### config.mk
export PLATFORM = sky130hd
export DESIGN_NAME = bpm_unit
export DESIGN_NICKNAME = d
export VERILOG_FILES = /design/src/rtl/bpm_pkg.sv /design/src/rtl/bpm_regs.sv /design/src/rtl/bpm_slot.sv /design/src/rtl/bpm_status.sv /design/src/rtl/bpm_unit.sv
export SDC_FILE = /design/constraint.sdc
export NUM_CORES = 1
export LEC_CHECK = 0
export CELL_PAD_IN_SITES_DETAIL_PLACEMENT = 1
export CELL_PAD_IN_SITES_GLOBAL_PLACEMENT = 1
export CORE_MARGIN = 10
export CORE_UTILIZATION = 41
export DETAILED_ROUTE_END_ITERATION = 8
export GPL_TIMING_DRIVEN = 0
export MAX_ROUTING_LAYER = met4
export PLACE_DENSITY_LB_ADDON = 0.3
export SKIP_LAST_GASP = 1
export SLEW_MARGIN = 40
export SYNTH_ARGS = -nofsm -noshare
export SYNTH_HDL_FRONTEND = slang
export SYNTH_SLANG_ARGS = --single-unit
### constraint.sdc
create_clock -name clk -period 1.6 [get_ports clk]
set_input_delay 0.16 -clock clk [delete_from_list [all_inputs] [get_ports clk]]
set_output_delay 0.16 -clock clk [all_outputs]
set_load 0.03 [all_outputs]
### src/rtl/bpm_pkg.sv
package bpm_pkg;

    localparam int MAX_SLOT = 4;
    localparam int REG_W    = 32;
    localparam int SEL_W    = 3;

    localparam logic [SEL_W-1:0] SEL_CTRL = 3'd4;
    localparam logic [SEL_W-1:0] SEL_STAT = 3'd5;

    typedef enum logic [1:0] {
        KIND_EXEC = 2'b00,
        KIND_WR   = 2'b01,
        KIND_NONE = 2'b10,
        KIND_RDWR = 2'b11
    } bp_kind_e;

    typedef enum logic [1:0] {
        SPAN_1 = 2'b00,
        SPAN_2 = 2'b01,
        SPAN_X = 2'b10,
        SPAN_4 = 2'b11
    } bp_span_e;

    typedef struct packed {
        bp_span_e span;
        bp_kind_e kind;
    } slot_cfg_t;

    typedef struct packed {
        slot_cfg_t [MAX_SLOT-1:0] cfg;
        logic [5:0]               rsvd;
        logic                     glb_exact;
        logic                     loc_exact;
        logic [MAX_SLOT-1:0]      glb_en;
        logic [MAX_SLOT-1:0]      loc_en;
    } ctrl_word_t;

    // low address bits left out of the compare for a given span
    function automatic logic [1:0] span_ignore(input bp_span_e s);
        case (s)
            SPAN_1:  return 2'b00;
            SPAN_2:  return 2'b01;
            default: return 2'b11;
        endcase
    endfunction

endpackage

### src/rtl/bpm_regs.sv
module bpm_regs
    import bpm_pkg::*;
#(
    parameter int NSLOT = 4,
    parameter int AW    = 32
) (
    input  logic                     clk,
    input  logic                     rst,
    input  logic                     wr_en,
    input  logic [SEL_W-1:0]         wr_sel,
    input  logic [REG_W-1:0]         wr_data,
    input  logic                     task_switch,
    output logic [NSLOT-1:0][AW-1:0] base_o,
    output ctrl_word_t               ctrl_o
);

    ctrl_word_t ctrl_q;
    ctrl_word_t ctrl_d;
    logic [NSLOT-1:0][AW-1:0] base_q;

    always_ff @(posedge clk) begin
        if (rst) begin
            base_q <= '0;
        end else begin
            for (int i = 0; i < NSLOT; i++) begin
                if (wr_en && wr_sel == SEL_W'(i))
                    base_q[i] <= wr_data[AW-1:0];
            end
        end
    end

    always_comb begin
        ctrl_d = ctrl_q;
        if (wr_en && wr_sel == SEL_CTRL) begin
            ctrl_d      = ctrl_word_t'(wr_data);
            ctrl_d.rsvd = '0;
        end
        // task switch wins over a same-cycle write for the local bits
        if (task_switch) begin
            ctrl_d.loc_en    = '0;
            ctrl_d.loc_exact = 1'b0;
        end
    end

    always_ff @(posedge clk) begin
        if (rst) ctrl_q <= '0;
        else     ctrl_q <= ctrl_d;
    end

    assign base_o = base_q;
    assign ctrl_o = ctrl_q;

endmodule

### src/rtl/bpm_slot.sv
module bpm_slot
    import bpm_pkg::*;
#(
    parameter int AW = 32
) (
    input  slot_cfg_t     cfg,
    input  logic [AW-1:0] base,
    input  logic          armed,
    input  logic          fetch_valid,
    input  logic [AW-1:0] fetch_addr,
    input  logic          data_valid,
    input  logic [AW-1:0] data_addr,
    input  logic          data_write,
    output logic          hit
);

    logic [AW-1:0] keep;
    logic          fetch_eq;
    logic          data_eq;
    logic          cond;

    assign keep     = ~AW'(span_ignore(cfg.span));
    assign fetch_eq = ((fetch_addr ^ base) & keep) == '0;
    assign data_eq  = ((data_addr ^ base) & keep) == '0;

    always_comb begin
        case (cfg.kind)
            KIND_EXEC: cond = fetch_valid && fetch_eq;
            KIND_WR:   cond = data_valid && data_write && data_eq;
            KIND_RDWR: cond = data_valid && data_eq;
            default:   cond = 1'b0;
        endcase
    end

    assign hit = armed && cond;

endmodule

### src/rtl/bpm_status.sv
module bpm_status
    import bpm_pkg::*;
#(
    parameter int NSLOT = 4
) (
    input  logic             clk,
    input  logic             rst,
    input  logic [NSLOT-1:0] hit,
    input  logic             clr_en,
    input  logic [NSLOT-1:0] clr_keep,
    output logic [NSLOT-1:0] status_o,
    output logic             exc_o
);

    logic [NSLOT-1:0] flags_q;
    logic [NSLOT-1:0] kept;
    logic             exc_q;

    assign kept = clr_en ? (flags_q & clr_keep) : flags_q;

    always_ff @(posedge clk) begin
        if (rst) begin
            flags_q <= '0;
            exc_q   <= 1'b0;
        end else begin
            flags_q <= kept | hit;
            exc_q   <= |hit;
        end
    end

    assign status_o = flags_q;
    assign exc_o    = exc_q;

endmodule

### src/rtl/bpm_unit.sv
module bpm_unit
    import bpm_pkg::*;
#(
    parameter int NSLOT = 4,
    parameter int AW    = 32
) (
    input  logic             clk,
    input  logic             rst,
    input  logic             reg_wr_en,
    input  logic [2:0]       reg_wr_sel,
    input  logic [31:0]      reg_wr_data,
    input  logic             task_switch,
    input  logic             fetch_valid,
    input  logic [AW-1:0]    fetch_addr,
    input  logic             data_valid,
    input  logic [AW-1:0]    data_addr,
    input  logic             data_write,
    output logic             dbg_exc_o,
    output logic             exact_stall_o,
    output logic [NSLOT-1:0] status_o
);

    logic [NSLOT-1:0][AW-1:0] base;
    ctrl_word_t               ctrl_q;
    logic [NSLOT-1:0]         armed;
    logic [NSLOT-1:0]         hit;

    bpm_regs #(.NSLOT(NSLOT), .AW(AW)) u_regs (
        .clk         (clk),
        .rst         (rst),
        .wr_en       (reg_wr_en),
        .wr_sel      (reg_wr_sel),
        .wr_data     (reg_wr_data),
        .task_switch (task_switch),
        .base_o      (base),
        .ctrl_o      (ctrl_q)
    );

    assign armed = ctrl_q.loc_en[NSLOT-1:0] | ctrl_q.glb_en[NSLOT-1:0];

    generate
        for (genvar i = 0; i < NSLOT; i++) begin : g_slot
            bpm_slot #(.AW(AW)) u_slot (
                .cfg         (ctrl_q.cfg[i]),
                .base        (base[i]),
                .armed       (armed[i]),
                .fetch_valid (fetch_valid),
                .fetch_addr  (fetch_addr),
                .data_valid  (data_valid),
                .data_addr   (data_addr),
                .data_write  (data_write),
                .hit         (hit[i])
            );
        end
    endgenerate

    bpm_status #(.NSLOT(NSLOT)) u_status (
        .clk      (clk),
        .rst      (rst),
        .hit      (hit),
        .clr_en   (reg_wr_en && reg_wr_sel == SEL_STAT),
        .clr_keep (reg_wr_data[NSLOT-1:0]),
        .status_o (status_o),
        .exc_o    (dbg_exc_o)
    );

    assign exact_stall_o = ctrl_q.loc_exact | ctrl_q.glb_exact;

endmodule

==> summary.txt <==
GRT
  – Largest net degree at the start of global routing: 19
  – Antenna violations before repair: 2
  – Vias in the first global route: 8636
  – Global-route total usage across every layer: 32.3%
  – Gr ovfl total: 0
  – Global-route wire length before repair: 60300 um

CTS
  – CTS Root Buffer Type: clkbuf_16
  – Number of buffers created by CTS: 17
  – TritonCTS clock tree: done
  – Count of H-tree levels built during CTS: 4
  – Insertion delay of the later-clocked pin in the worst-skew pair: 0.45 ns
  – Clock buffer depth: 2
  – Clock sink count: 159
  – Worst-path clk slew: 0.08 ns

Status
  – Result of the run: complete, but fails checks
  – Violations in the final reports: setup timing

Synthesis
  – Distinct cell type count of the synthesized netlist: 33
  – Cell area after technology mapping: 0.00860 mm2
  – Area contributors post-synth: dfxtp_1 (37%), xnor2_1 (18%), nand2_1 (14%)
  – Post-Syn Area per Cell: 7.73 um2
  – Most used flip-flop cell after synthesis: dfxtp_1
  – Async set-or-reset flop fraction in the synthesized netlist: 0%
  – Number of enable flip-flop cells after synthesis: 0
  – Most common library cells after synthesis: nand2_1 (313), xnor2_1 (175), a21oi_1 (161)
  – Leading area contributor after synthesis: dfxtp_1
  – Post-synthesis sequential area ratio: 37.0%
  – Nets in the synthesized netlist: 1218
  – Area share of the largest cell type after synthesis: 37.0%
  – Most common cell in the netlist: nand2_1
  – Ys Warns: 0
  – Number of standard cells after synthesis: 1112
  – Post-synthesis register bit count: 159

Route
  – Via density per instance: 5.72
  – Post-route ant nets: 0
  – # DRC: 0
  – Initial detailed-routing violation count: 704
  – Post-detailed-route wirelength per cell: 29.0 um
  – Vias after detailed routing: 8474
  – DR pass1 iterations: 5
  – Wire length after detailed routing: 43000 um

Worst setup path
  – Worst Path Arrival: 2.28 ns
  – Required time reported for the critical path endpoint: 1.96 ns
  – Crit path launch type: register
  – Critical-path cell list: xor2_2, nor4_4, o211ai_1, nor4_2, a31oi_2, a41oi_2
  – Critical-path top delay cell: nor4_4
  – Worst setup path category: reg2reg
  – Gate family responsible for the most delay along the worst path: simple AND/OR/NAND/NOR gates
  – Number of buffers and inverters on the critical path: 0
  – CP max FO: 2
  – Slowest Stage Delay on Critical Path: 0.48 ns
  – Element type at the critical path end: register

Timing
  – Pins over their slew limit: 0
  – Setup clock skew after layout: 0.0144 ns
  – Total count of hold-check failures in the final report: 0
  – Timing-limited maximum frequency: 0.521 GHz
  – Smallest setup slack after layout: -0.319 ns
  – Final TNS setup: -0.964 ns
  – Count of endpoints failing setup in the final report: 5
  – Unrepaired setup endpoints after global routing: yes
  – Rel. slew slack: 44.3%
  – Post-route worst hold slack: 0.227 ns
  – Period utilization: 120%
  – Min Tclk post-route: 1.92 ns
  – Worst slew pin tran: 0.836 ns

Placed design
  – Number of placed instances with taps included: 1450
  – Final estimated routing congestion in global placement: 1.05
  – Detail Placement HPWL: 34400 um
  – Pre-CTS setup slack: -0.996 ns
  – Dpl cell area: 0.00963 mm2
  – Buffers added on ports: 68

Final layout
  – Share of post-route cells with drive strength above 1: 13.8%
  – Total Nets Final: 1303
  – Fillcell total: 2470
  – Post-layout instance count excluding filler cells: 1482
  – Synthesis-to-layout area growth: 25.5%
  – Post-route cell area: 0.0108 mm2
  – Core occupancy in the finished layout: 52.8%

Job
  – Max-cap violations: 0

Pwr
  – Largest voltage drop on the vdd net: 0.580 mV
  – Ratio of total power to cell area: 932 mW/mm2
  – Post-layout power: 10.1 mW
  – Cell leakage power: 3.56 nW

Floorplanning
  – Full die area: 0.0272 mm2
  – Floorplan die width: 165 um
  – Die Height: 165 um
  – Effective utilization at floorplan: 42.1%
  – Number of placement rows: 52
  – Ports placed on the boundary: 112
  – Core area: 0.0204 mm2

Min path
  – Hold Crit Class: in2reg
[worst register-to-register path, delay by kind of cell, from the launching register on]
kind	cells	cell delay, ns
simple gates	2	0.71
compound gates	3	0.57
flops	1	0.37
xor+xnor	1	0.19
[layout make-up]
class / instances / area (um2) / share of cell area (%)
multi-input cells: 856 / 5470 / 50.6
flip-flops and latches: 159 / 3230 / 29.9
repair buffers: 70 / 692 / 6.41
clock buffers: 17 / 425 / 3.94
plain buffers: 88 / 424 / 3.93
well taps: 270 / 338 / 3.13
clock inverters: 15 / 193 / 1.79
inverters: 5 / 18.8 / 0.174
diodes: 2 / 5.00 / 0.0464
[registers in the layout, summed over array words and instances, names as in the netlist]
name               flops
u_status.exc_o         1
u_status.status_o      4
u_regs.ctrl_o         26
u_regs.base_o        128
[cells in the final DEF (no fill, tap or decap), types with 2 or more instances in the layout]
cell | Yosys | layout
nand2_1 | 313 | 313
a21oi_1 | 161 | 161
xnor2_1 | 175 | 157
dfxtp_1 | 159 | 128
xor2_1 | 79 | 72
clkdlybuf4s50_1 | 0 | 62
clkbuf_1 | 75 | 54
nand4_1 | 45 | 45
dfxtp_2 | 0 | 28
xnor2_2 | 0 | 18
nor4_2 | 1 | 17
clkbuf_16 | 0 | 17
clkbuf_2 | 0 | 11
buf_2 | 14 | 8
xor2_2 | 1 | 8
clkbuf_4 | 0 | 7
buf_4 | 1 | 6
o21ai_0 | 7 | 6
nor4_4 | 0 | 6
dlygate4sd2_1 | 0 | 6
nor2_1 | 7 | 5
inv_1 | 5 | 5
a211oi_1 | 6 | 5
nor3_1 | 8 | 5
o211ai_1 | 4 | 4
clkinv_8 | 0 | 4
nand3_1 | 4 | 3
buf_6 | 2 | 3
o21ai_1 | 3 | 3
nor3_2 | 0 | 3
a32oi_2 | 0 | 3
nor4_1 | 25 | 3
inv_6 | 0 | 3
inv_8 | 0 | 3
dfxtp_4 | 0 | 3
diode_2 | 0 | 2
or2_2 | 2 | 2
nor2_2 | 0 | 2
and3_1 | 2 | 2
[logic make-up (layout without fill, tap and decap cells)]
family	count (synthesis)	after routing	synth area share [%]
XOR/XNOR	255	255	26.1
AND/OR/NAND/NOR	414	414	20.8
other	0	2	0
buffers and inverters	97	195	4.66
flip-flops	159	159	37.0
AO/OA/AOI/OAI	187	187	11.5
[power by group]
group | total, mW | switching, mW | internal, mW | leakage [nW]
logic | 1.51 | 0.951 | 0.556 | 1.96
registers | 4.15 | 0.116 | 4.03 | 1.30
clock network | 4.40 | 2.14 | 2.26 | 0.298
[metal layers]
layer,global-route usage (%),vias to the layer above,share of wire [%]
met1,39.8,4204,42
met4,13.4,0,3.8
met3,6.47,81,7.4
met5,-,-,0
met2,50.9,373,47
li1,-,3816,-
[path summary, 6_finish.rpt]
| kind | from | end | slack [ns] | depth (start not counted) |
|---|---|---|---|---|
| hold / removal | rst | u_regs.base_o[34] | 0.23 | 2 |
| setup reg to reg | u_regs.base_o[51] | u_status.exc_o | -0.32 | 6 |
| hold reg to reg | u_regs.ctrl_o[8] | u_regs.ctrl_o[8] | 0.45 | 2 |
| setup / recovery | u_regs.base_o[51] | u_status.exc_o | -0.32 | 6 |
[what timing repair did]
| item | CTS | global route |
|---|---|---|
| pin swaps | 28 | 18 |
| gates resized for setup | 90 | 55 |
| endpoints found under the hold margin | 0 | 0 |
| buffers inserted | 2 | 0 |
| hold buffers | 0 | 0 |
| endpoints found under the setup margin | 91 | 138 |
Note: power is estimated with default switching activity, not from simulation.
